--- src/rtl/aud_tx_pkg.sv ---
`timescale 1ns/1ps
package aud_tx_pkg;

    localparam int SMP_W     = 32;
    localparam int MAX_SLOTS = 8;
    localparam int POS_W     = $clog2(SMP_W);
    localparam int LEN_W     = $clog2(SMP_W) + 1;

    typedef enum logic [1:0] {
        FMT_I2S   = 2'd0,
        FMT_LJ    = 2'd1,
        FMT_TDM   = 2'd2,
        FMT_TDMLJ = 2'd3
    } fmt_e;

    typedef enum logic [2:0] {
        LEN32  = 3'd0,
        LEN24  = 3'd1,
        LEN20  = 3'd2,
        LEN18  = 3'd3,
        LEN16  = 3'd4,
        LEN16P = 3'd5,
        LEN8   = 3'd6,
        LEN8P  = 3'd7
    } len_e;

    // where the sample for a slot comes from
    typedef enum logic [2:0] {
        SRC_OFF,
        SRC_MONO,
        SRC_HI,
        SRC_FILL,
        SRC_NEW
    } src_e;

    function automatic logic [LEN_W-1:0] smp_bits(len_e l);
        case (l)
            LEN32:         return LEN_W'(32);
            LEN24:         return LEN_W'(24);
            LEN20:         return LEN_W'(20);
            LEN18:         return LEN_W'(18);
            LEN16, LEN16P: return LEN_W'(16);
            default:       return LEN_W'(8);
        endcase
    endfunction

    function automatic logic [POS_W-1:0] slot_last(len_e l, logic s24);
        case (l)
            LEN32:                return POS_W'(31);
            LEN24, LEN20, LEN18:  return s24 ? POS_W'(23) : POS_W'(31);
            LEN16, LEN16P:        return POS_W'(15);
            default:              return POS_W'(7);
        endcase
    endfunction

    function automatic logic is_packed(len_e l);
        return (l == LEN16P) || (l == LEN8P);
    endfunction

    function automatic logic [SMP_W-1:0] low_mask(len_e l);
        logic [LEN_W-1:0] n;
        n = smp_bits(l);
        if (n == LEN_W'(SMP_W)) return '1;
        return (SMP_W'(1) << n) - SMP_W'(1);
    endfunction

    function automatic logic [SMP_W-1:0] pick_half(logic [SMP_W-1:0] w, len_e l, logic hi);
        case (l)
            LEN16P:  return hi ? SMP_W'(w[31:16]) : SMP_W'(w[15:0]);
            LEN8P:   return hi ? SMP_W'(w[15:8])  : SMP_W'(w[7:0]);
            default: return w;
        endcase
    endfunction

    function automatic logic [SMP_W-1:0] left_align(logic [SMP_W-1:0] s, len_e l);
        return (s & low_mask(l)) << (LEN_W'(SMP_W) - smp_bits(l));
    endfunction

endpackage

--- src/rtl/aud_tx_timing.sv ---
`timescale 1ns/1ps
module aud_tx_timing
    import aud_tx_pkg::*;
#(
    parameter int SLOT_IW = 3
) (
    input  logic                   clk,
    input  logic                   rst,
    input  logic                   tick,
    input  logic                   frame_start,
    input  fmt_e                   fmt,
    input  logic [POS_W-1:0]       last_pos,
    input  logic [SLOT_IW-1:0]     tdm_last,
    output logic                   load,
    output logic [SLOT_IW-1:0]     slot_idx,
    output logic                   ws
);
    logic [POS_W-1:0]   pos_q;
    logic [SLOT_IW-1:0] slot_q;
    logic               restart;
    logic [POS_W-1:0]   eff_pos;
    logic [SLOT_IW-1:0] frame_last;
    logic               is_tdm;

    assign is_tdm     = fmt[1];
    assign restart    = tick & frame_start;
    assign eff_pos    = restart ? '0 : pos_q;
    assign slot_idx   = restart ? '0 : slot_q;
    assign frame_last = is_tdm ? tdm_last : SLOT_IW'(1);
    assign load       = tick & (eff_pos == '0);

    always_ff @(posedge clk) begin
        if (rst) begin
            pos_q  <= '0;
            slot_q <= '0;
            ws     <= 1'b0;
        end else if (tick) begin
            if (eff_pos >= last_pos) begin
                pos_q  <= '0;
                slot_q <= (slot_idx >= frame_last) ? '0 : slot_idx + SLOT_IW'(1);
            end else begin
                pos_q  <= eff_pos + POS_W'(1);
                slot_q <= slot_idx;
            end
            ws <= is_tdm ? ((slot_idx == '0) && (eff_pos == '0)) : slot_idx[0];
        end
    end
endmodule

--- src/rtl/aud_tx_feed.sv ---
`timescale 1ns/1ps
module aud_tx_feed
    import aud_tx_pkg::*;
#(
    parameter int SLOTS   = MAX_SLOTS,
    parameter int SLOT_IW = 3
) (
    input  logic                 clk,
    input  logic                 rst,
    input  logic                 en,
    input  logic                 load,
    input  logic [SLOT_IW-1:0]   slot_idx,
    input  len_e                 len,
    input  logic                 mono_ok,
    input  logic                 fill_prev,
    input  logic                 wr_en,
    input  logic [SMP_W-1:0]     wr_data,
    input  logic                 ur_clr,
    output logic [SMP_W-1:0]     word,
    output logic                 tx_ready,
    output logic                 ur_any,
    output logic [SLOTS-1:0]     ur_slot
);
    logic [SMP_W-1:0] hold_q, last_q, pend_q;
    logic             full_q, pend_ur_q;
    logic             packed_m, mono_rep, hi_slot, need_new, starve, ur_now, take;
    logic [SMP_W-1:0] fill, smp;
    src_e             src;
    logic [SLOTS-1:0] hit;

    assign packed_m = is_packed(len);
    assign mono_rep = mono_ok & slot_idx[0];
    assign hi_slot  = packed_m & slot_idx[0] & ~mono_rep;
    assign need_new = ~mono_rep & ~hi_slot;
    assign starve   = need_new & ~full_q;
    assign fill     = fill_prev ? last_q : '0;
    assign take     = en & load;

    always_comb begin
        if (!en)           src = SRC_OFF;
        else if (mono_rep) src = SRC_MONO;
        else if (hi_slot)  src = SRC_HI;
        else if (starve)   src = SRC_FILL;
        else               src = SRC_NEW;
    end

    always_comb begin
        case (src)
            SRC_MONO: smp = last_q;
            SRC_HI:   smp = pend_q;
            SRC_FILL: smp = fill;
            SRC_NEW:  smp = pick_half(hold_q, len, 1'b0) & low_mask(len);
            default:  smp = '0;
        endcase
    end

    assign word     = left_align(smp, len);
    assign tx_ready = ~full_q;
    assign ur_now   = take & (starve | (hi_slot & pend_ur_q));

    always_ff @(posedge clk) begin
        if (rst) begin
            hold_q    <= '0;
            full_q    <= 1'b0;
            last_q    <= '0;
            pend_q    <= '0;
            pend_ur_q <= 1'b0;
        end else begin
            if (wr_en) begin
                hold_q <= wr_data;
                full_q <= 1'b1;
            end else if (take && need_new) begin
                full_q <= 1'b0;
            end
            if (take) begin
                last_q <= smp;
                if (need_new) begin
                    pend_q    <= full_q ? pick_half(hold_q, len, 1'b1) : fill;
                    pend_ur_q <= ~full_q;
                end
            end
        end
    end

    for (genvar g = 0; g < SLOTS; g++) begin : g_hit
        assign hit[g] = ur_now && (slot_idx == SLOT_IW'(g));
    end

    always_ff @(posedge clk) begin
        if (rst || ur_clr) begin
            ur_any  <= 1'b0;
            ur_slot <= '0;
        end else begin
            ur_any  <= ur_any | ur_now;
            ur_slot <= ur_slot | hit;
        end
    end
endmodule

--- src/rtl/aud_tx_shift.sv ---
`timescale 1ns/1ps
module aud_tx_shift
    import aud_tx_pkg::*;
(
    input  logic             clk,
    input  logic             rst,
    input  logic             en,
    input  logic             tick,
    input  logic             load,
    input  logic [SMP_W-1:0] word,
    input  logic             delay,
    output logic             sdo
);
    logic [SMP_W-1:0] sreg_q, nxt;
    logic             early_q, late_q;

    assign nxt = load ? word : {sreg_q[SMP_W-2:0], 1'b0};

    always_ff @(posedge clk) begin
        if (rst || !en) begin
            sreg_q  <= '0;
            early_q <= 1'b0;
            late_q  <= 1'b0;
        end else if (tick) begin
            sreg_q  <= nxt;
            early_q <= nxt[SMP_W-1];
            late_q  <= early_q;
        end
    end

    assign sdo = delay ? late_q : early_q;
endmodule

--- src/rtl/aud_ser_tx.sv ---
`timescale 1ns/1ps
module aud_ser_tx
    import aud_tx_pkg::*;
#(
    parameter int SLOTS = MAX_SLOTS,
    localparam int SLOT_IW = $clog2(SLOTS)
) (
    input  logic                 clk,
    input  logic                 rst,
    input  logic                 bclk_en,
    input  logic                 frame_start,
    input  logic                 en_set,
    input  logic                 en_clr,
    input  logic                 wr_en,
    input  logic [SMP_W-1:0]     wr_data,
    input  logic [1:0]           fmt,
    input  logic [2:0]           len_code,
    input  logic                 slot24,
    input  logic                 mono,
    input  logic                 fill_prev,
    input  logic [SLOT_IW-1:0]   tdm_last,
    input  logic                 ur_clr,
    output logic                 sdo,
    output logic                 ws,
    output logic                 tx_ready,
    output logic                 tx_enabled,
    output logic                 ur_any,
    output logic [SLOTS-1:0]     ur_slot
);
    fmt_e               fmt_s;
    len_e               len_s;
    logic               load;
    logic [SLOT_IW-1:0] slot_idx;
    logic [SMP_W-1:0]   word;

    assign fmt_s = fmt_e'(fmt);
    assign len_s = len_e'(len_code);

    always_ff @(posedge clk) begin
        if (rst)         tx_enabled <= 1'b0;
        else if (en_clr) tx_enabled <= 1'b0;
        else if (en_set) tx_enabled <= 1'b1;
    end

    aud_tx_timing #(.SLOT_IW(SLOT_IW)) u_timing (
        .clk         (clk),
        .rst         (rst),
        .tick        (bclk_en),
        .frame_start (frame_start),
        .fmt         (fmt_s),
        .last_pos    (slot_last(len_s, slot24)),
        .tdm_last    (tdm_last),
        .load        (load),
        .slot_idx    (slot_idx),
        .ws          (ws)
    );

    aud_tx_feed #(.SLOTS(SLOTS), .SLOT_IW(SLOT_IW)) u_feed (
        .clk       (clk),
        .rst       (rst),
        .en        (tx_enabled),
        .load      (load),
        .slot_idx  (slot_idx),
        .len       (len_s),
        .mono_ok   (mono & ~fmt[1]),
        .fill_prev (fill_prev),
        .wr_en     (wr_en),
        .wr_data   (wr_data),
        .ur_clr    (ur_clr),
        .word      (word),
        .tx_ready  (tx_ready),
        .ur_any    (ur_any),
        .ur_slot   (ur_slot)
    );

    aud_tx_shift u_shift (
        .clk   (clk),
        .rst   (rst),
        .en    (tx_enabled),
        .tick  (bclk_en),
        .load  (load),
        .word  (word),
        .delay (~fmt[0]),
        .sdo   (sdo)
    );
endmodule

--- config.mk ---
export PLATFORM = sky130hd
export DESIGN_NAME = aud_ser_tx
export DESIGN_NICKNAME = d
export VERILOG_FILES = /design/src/rtl/aud_tx_pkg.sv /design/src/rtl/aud_tx_timing.sv /design/src/rtl/aud_tx_feed.sv /design/src/rtl/aud_tx_shift.sv /design/src/rtl/aud_ser_tx.sv
export SDC_FILE = /design/constraint.sdc
export NUM_CORES = 1
export LEC_CHECK = 0
export BUFFER_PORTS_ARGS = -buffer_cell sky130_fd_sc_hd__buf_2
export CAP_MARGIN = 20
export CORE_MARGIN = 5
export CORE_UTILIZATION = 40
export DETAILED_ROUTE_END_ITERATION = 6
export PLACE_DENSITY_LB_ADDON = 0.08
export SLEW_MARGIN = 10
export SYNTH_ARGS = -nofsm -noshare
export SYNTH_HDL_FRONTEND = slang
export SYNTH_HIERARCHICAL = 1
export SYNTH_SLANG_ARGS = --single-unit
--- constraint.sdc ---
create_clock -name clk -period 5.6 [get_ports clk]
set_input_delay 0.28 -clock clk [delete_from_list [all_inputs] [get_ports clk]]
set_output_delay 0.28 -clock clk [all_outputs]
set_load 0.005 [all_outputs]
# Yosys cells after proc, flatten, opt, wreduce, memory -nomap -nowiden
# Index checks and enable logic that the tools add are counted.
dict set report word_totals {
  register_bits 150
  latchBits 0
  ram_bits 0
  rom_bits 0
  input_bits 51
  mem_count 0
}
dict set report classes {
  add_sub_neg 5
  mul 0
  div_mod_pow 0
  magnitude_cmp 2
  eq_ne 19
  shifts 3
  muxes 33
  bitwise 20
  reduce_logical 22
}
# op count
set op_table {}
lappend op_table {{32-bit 2-to-1 mux} 9}
lappend op_table {{32-bit one-hot mux with 2 select lines} 2}
lappend op_table {{32-bit one-hot mux with 4 select lines} 1}
lappend op_table {{32-bit bitwise AND} 2}
lappend op_table {{1-bit by 6-bit << shifter with 32-bit output, first input constant} 2}
lappend op_table {{32-bit by 2-bit subtractor with 32-bit output, second input constant} 2}
lappend op_table {{32-bit by 6-bit << shifter with 32-bit output} 1}
lappend op_table {{6-bit one-hot mux with 5 select lines} 1}
lappend op_table {{3-bit == test, second input constant} 8}
lappend op_table {{3-bit 2-to-1 mux} 8}
lappend op_table {{3-bit by 2-bit == test with 1-bit output, second input constant} 6}
lappend op_table {{5-bit one-hot mux with 3 select lines} 1}
lappend op_table {{6-bit == test, second input constant} 2}
lappend op_table {{1-bit bitwise AND} 11}
lappend op_table {{1-bit logical AND} 10}
lappend op_table {{5-bit 2-to-1 mux} 2}
lappend op_table {{3-bit by 1-bit == test with 1-bit output, second input constant} 3}
lappend op_table {{8-bit OR} 1}
lappend op_table {{1-bit 2-to-1 mux} 7}
lappend op_table {{3-bit logical NOT} 2}
lappend op_table {{6-bit 2-to-1 mux} 1}
lappend op_table {{6-bit subtractor, first input constant} 1}
lappend op_table {{5-bit by 1-bit adder with 5-bit output, second input constant} 1}
lappend op_table {{5-bit greater-or-equal comparator} 1}
lappend op_table {{12 further kinds} 19}

# Logic depth before layout (Yosys ltp)
dict set report depth {
  word_depth 24
  ltp_mapped 21
}

# Hierarchy
# The synthesis kept the hierarchy.
# module instances cells_each area_each_um2 seq_area_each_um2
set by_module_without_submodules {}
lappend by_module_without_submodules {aud_tx_feed 1 985 7532.2 2142.1}
lappend by_module_without_submodules {aud_tx_shift 1 148 1488.9 660.6}
lappend by_module_without_submodules {aud_tx_timing 1 100 803.3 180.2}
lappend by_module_without_submodules {aud_ser_tx 1 9 58.8 20.0}

# Worst setup path after synthesis
# OpenSTA, ideal clock, no wires.
dict set report synth_timing {
  path_type {input port to flip-flop}
  start {input port len_code[2]}
  end {register u_shift.sreg_q[26]}
  arrival_time_ns 3.639
  required_time_ns 5.514
  slack_ns 1.875
  cell_stages 21
  n_path_buf 5
  path_cell_list {buf_6 -> buf_6 -> buf_2 -> nor2_1 -> nand2_1 -> nand2_1 -> inv_1 -> ha_1 -> clkbuf_1 -> nand2_1 -> ha_1 -> buf_2 -> a21boi_0 -> o32a_1 -> mux2i_1 -> a32oi_1 -> o21bai_1 -> o21ba_2 -> a2111oi_2 -> mux2i_1 -> a211oi_1}
}
dict set report synth_between {
  elab_chain_cells 16
}
# element line_no
set synth_rtl {}
lappend synth_rtl {{start, declared} aud_ser_tx.sv:17} ;# input logic [2:0] len_code,
lappend synth_rtl {{parallel branches: the longest is 14 deep, another holds 32-bit by 2-bit subtractor with 32-bit output} --}
lappend synth_rtl {{32-bit by 6-bit << shifter with 32-bit output *} aud_tx_pkg.sv:76} ;# return (s & low_mask(l)) << (LEN_W'(SMP_W) - smp_bits(l));
lappend synth_rtl {{via word[26]} aud_ser_tx.sv:34} ;# logic [SMP_W-1:0] word;
lappend synth_rtl {{32-bit 2-to-1 mux *} aud_tx_shift.sv:17} ;# assign nxt = load ? word : {sreg_q[SMP_W-2:0], 1'b0};
lappend synth_rtl {{end signal, assigned} aud_tx_shift.sv:25} ;# sreg_q <= nxt;
lappend synth_rtl {{end, declared} aud_tx_shift.sv:14} ;# logic [SMP_W-1:0] sreg_q, nxt;
# Mark *: on every way through the listed nets, which the timed path passes. The select of a mux whose other input is x is not followed.
# A chain may end at the register's enable or synchronous reset.

# Final worst setup path
dict set report layout_timing {
  start {input port len_code[2]}
  end {register u_shift.early_q}
}
dict set report layout_between {
  elab_chain_cells 16
}
# element line_no
set layout_rtl {}
lappend layout_rtl {{parallel branches: the longest is 14 deep, another holds 32-bit by 2-bit subtractor with 32-bit output} --}
lappend layout_rtl {{32-bit by 6-bit << shifter with 32-bit output *} aud_tx_pkg.sv:76}
lappend layout_rtl {{via word[31]} aud_ser_tx.sv:34}
lappend layout_rtl {{32-bit 2-to-1 mux *} aud_tx_shift.sv:17}
lappend layout_rtl {{end signal, assigned} aud_tx_shift.sv:26} ;# early_q <= nxt[SMP_W-1];
lappend layout_rtl {{end, declared} aud_tx_shift.sv:15} ;# logic early_q, late_q;
# Marked as above.

==> flow_metrics.py <==
metrics = {
    "synth": {
        "yosysSeqAreaShare": 0.3038,
        "netlist_instances": 1242,
        "synth_area_leaders": "dfxtp_1, mux2i_1, nor2_1",
        "synth_area_um2": 9883,
        "synth_edf_count": 0,
        "ys_seq_elements": 150,
        "synth_warnings": 6,
        "async_flop_share": 0,
        "ys.flop_type": "dfxtp_1",
        "synth_area_leader_cell": "dfxtp_1",
        "synth_top_area_frac": 0.3038,
        "syn_avg_cell_area_um2": 7.958,
        "yosysUniqueCellTypes": 90,
    },
    "critical_path": {
        "cp_top_family": "compound AO/OA/AOI/OAI gates",
        "crit_buf_inv": 3,
        "end_kind": "flop",
        "cp_max_fo": 30,
        "critPathKind": "primary input to flop",
        "cp_cell_sequence": "buf_2 -> buf_4 -> nor2_1 -> nand2_1 -> nand2_1 -> inv_1 -> ha_1 -> nand2_1 -> ha_1 -> a21boi_0 -> o32ai_1 -> a32oi_1 -> mux2i_1 -> mux2i_1 -> o32ai_1 -> a2111oi_1 -> mux2i_1 -> a211oi_1",
        "required_ns": 5.94,
        "arrival_ns": 4.57,
        "max_stage_delay_ns": 0.49,
        "setup.worst_path.start_class": "primary input",
        "cp_slowest_cell": "a21boi_0",
    },
    "clock_network": {
        "cts-root-buf": "clkbuf_16",
        "clock_latency_ns": 0.44,
        "clock-sinks": 150,
        "cts_tree": "done",
        "htreeDepth": 4,
        "ctsHoldBuffers": 0,
        "cts_buffers": 17,
        "cts.path.max_buffers": 2,
        "post-cts-setup-buffer-count": 0,
        "clkTransAtPathRegs_ns": 0.07,
        "cts_resized": 0,
    },
    "pwr": {
        "intPower_uw": 1871,
        "power.switching_uw": 913.7,
        "p_per_area_nw_per_um2": 256.6,
        "seqPwrFrac": 0.410,
        "power_frac_clock": 0.434,
        "fin_total_pwr_uw": 2784,
        "sw_frac_of_total": 0.3282,
        "ir_drop_v": 0.0001551,
        "comb_power_share": 0.156,
        "p_leak_uw": 0.003949,
    },
    "layout": {
        "fillers": 2545,
        "n_antenna_cell": 0,
        "synthToLayoutAreaGrowth_pct": 9.774,
        "drive_gt1_frac": 0.1354,
        "fin_area_um2": 10850,
        "fin_nets": 1300,
        "multi_input_area_um2": 6196,
        "seq_area_um2": 3003,
    },
    "sta": {
        "rsz0062_at_grt": "no",
        "worst_hold_slack_ns": 0.01723,
        "slew_violations": 0,
        "fin_ws_ns": 1.376,
        "period_needed_ns": 4.224,
        "clock.fmax_mhz": 236.7,
        "timing_hold_violations_final": 0,
        "setup_viol": 0,
        "fin_skew_ns": 0.02046,
        "max_slew_margin": 0.3420,
        "fin_tns_setup_ns": 0,
        "fin_crit_sh": 0.7543,
        "tightest_slew_ns": 0.9869,
    },
    "placed_design": {
        "dpl-instance-area_um2": 10230,
        "dp_hpwl_mm": 23.99,
        "dp_slack_ns": 1.052,
        "io_buffers": 63,
        "gp_congestion": 0.9319,
    },
    "die": {
        "ios": 64,
        "core_area_um2": 24320,
        "initial_core_util": 0.4064,
        "rows": 57,
        "die_area_um2": 27950,
        "die_w_um": 167.2,
        "die_h_um": 167.2,
    },
    "routing": {
        "route.detailed.drc": 0,
        "wl_per_cell_um": 21.76,
        "vias_per_cell": 6.193,
        "drt_iter0_drc": 923,
        "num_vias": 9735,
        "drtPass1Iterations": 7,
        "drt-total-wl_mm": 34.20,
        "ant_nets": 0,
    },
    "global_routing": {
        "antenna_found_initial": 0,
        "grt_pass1_vias": 8898,
        "gr-usage-all-layers": 0.2358,
        "gr-total-overflow": 0,
        "grt_pass1_wl_mm": 53.10,
        "grt_max_degree": 86,
    },
    "min_path": {
        "hold_path_class": "primary input to flop",
    },
    "outcome": {
        "status": "completed",
    },
    "job": {
        "maxCapViolations": 0,
    },
}
==> synth_stat cells, drive strengths merged (8+ instances only) <==
cell type,n
a211oi,87
nor2,199
mux2i,84
clkbuf,65
o22ai,14
a32oi,13
o32ai,8
and3,22
a21boi,8
dfxtp,150
nand3,35
a22oi,47
a221o,12
nand2,66
and2,22
nand3b,10
buf,53
a31oi,15
a221oi,13
nor3,25
o21ai,39
a21oi,62
nand2b,18
ha,14
inv,26
==> cells by family (layout without fill, tap and decap cells) <==
family	after synthesis	count (layout)	share of synthesized area
fa+ha+maj	15	15	0.01886
flops	150	150	0.3038
compound gates	396	396	0.2979
simple gates	436	436	0.2074
buf+inv	148	151	0.07292
mux	92	92	0.09571
xor+xnor	3	3	0.002659
other cells	2	5	0.0007599
==> layout by cell type, fill, tap and decap left out, types with 13 or more instances in the layout <==
cell type | Yosys | layout
inv_1 | 26 | 26
buf_4 | 2 | 27
a31oi_1 | 15 | 15
o22ai_1 | 14 | 14
a211oi_1 | 84 | 84
clkbuf_16 | 0 | 17
dfxtp_1 | 150 | 150
nor3_1 | 25 | 25
nand2b_1 | 18 | 18
mux2i_1 | 84 | 84
ha_1 | 14 | 14
nand3_1 | 34 | 34
and3_1 | 22 | 22
and2_1 | 20 | 21
nand2_1 | 64 | 64
nor2_1 | 199 | 198
o21ai_0 | 38 | 38
a32oi_1 | 13 | 13
a21oi_1 | 61 | 60
buf_2 | 28 | 62
a22oi_1 | 47 | 47
==> power groups by stage <==
stage,logic [uW],clock network (uW),registers (uW)
finish,433,1210,1140
detailed placement,429,0,1160
global route,474,1280,1150
global placement,429,0,1160
CTS,430,1230,1140
floorplan,327,0,1140
==> state kept, by name (all words and copies together), names as in the netlist <==
register          flops
tx_enabled            1
u_timing/ws           1
u_shift/early_q       1
u_feed/pend_q        32
u_timing/pos_q        5
u_feed/pend_ur_q      1
u_feed/ur_slot        8
u_feed/last_q        32
u_feed/ur_any         1
u_shift/sreg_q       31
u_timing/slot_q       3
u_feed/hold_q        32
u_feed/full_q         1
u_shift/late_q        1
==> layout make-up <==
class	instances	share of cell area
clock inverters	14	0.01615
repair buffers	89	0.04728
multi-input cells	947	0.5711
well taps	324	0.03737
clock buffers	18	0.04048
flip-flops and latches	150	0.2768
inverters	30	0.01084
==> worst paths after layout <==
check / startpoint / to / slack [ns] / cells past startpoint
setup / recovery: len_code[2] / u_shift/early_q / 1.38 / 18
hold / removal: en_clr / tx_enabled / 0.02 / 2
setup reg to reg: u_timing/slot_q[0] / u_shift/sreg_q[24] / 1.40 / 11
hold reg to reg: u_feed/ur_any / u_feed/ur_any / 0.47 / 2
==> routing by layer <==
layer,up-vias,track usage,wire length [um]
li1,4613,-,-
met1,4680,0.3413,15860
met2,393,0.3656,15590
met3,49,0.04243,2100
met4,0,0.05752,651
met5,-,0,0
==> worst register-to-register path: stages (launching register included) <==
cell and delay (ns):
dfxtp_1 0.44, nand2_1 0.17, inv_1 0.16, nand3_1 0.38
a31o_2 0.63, a222oi_1 0.94, o22ai_1 0.39, o21ai_1 0.36
a21oi_1 0.11, a22o_1 0.23, mux2i_1 0.14, a211oi_1 0.08
==> stage by stage <==
step,utilization,instances
floorplan,-,1245
global placement,0.4208,1540
detailed placement,0.4208,1540
CTS,0.4461,1572
global route,0.4461,1572
finish,0.4461,1572
(Power assumes the default switching activity.)
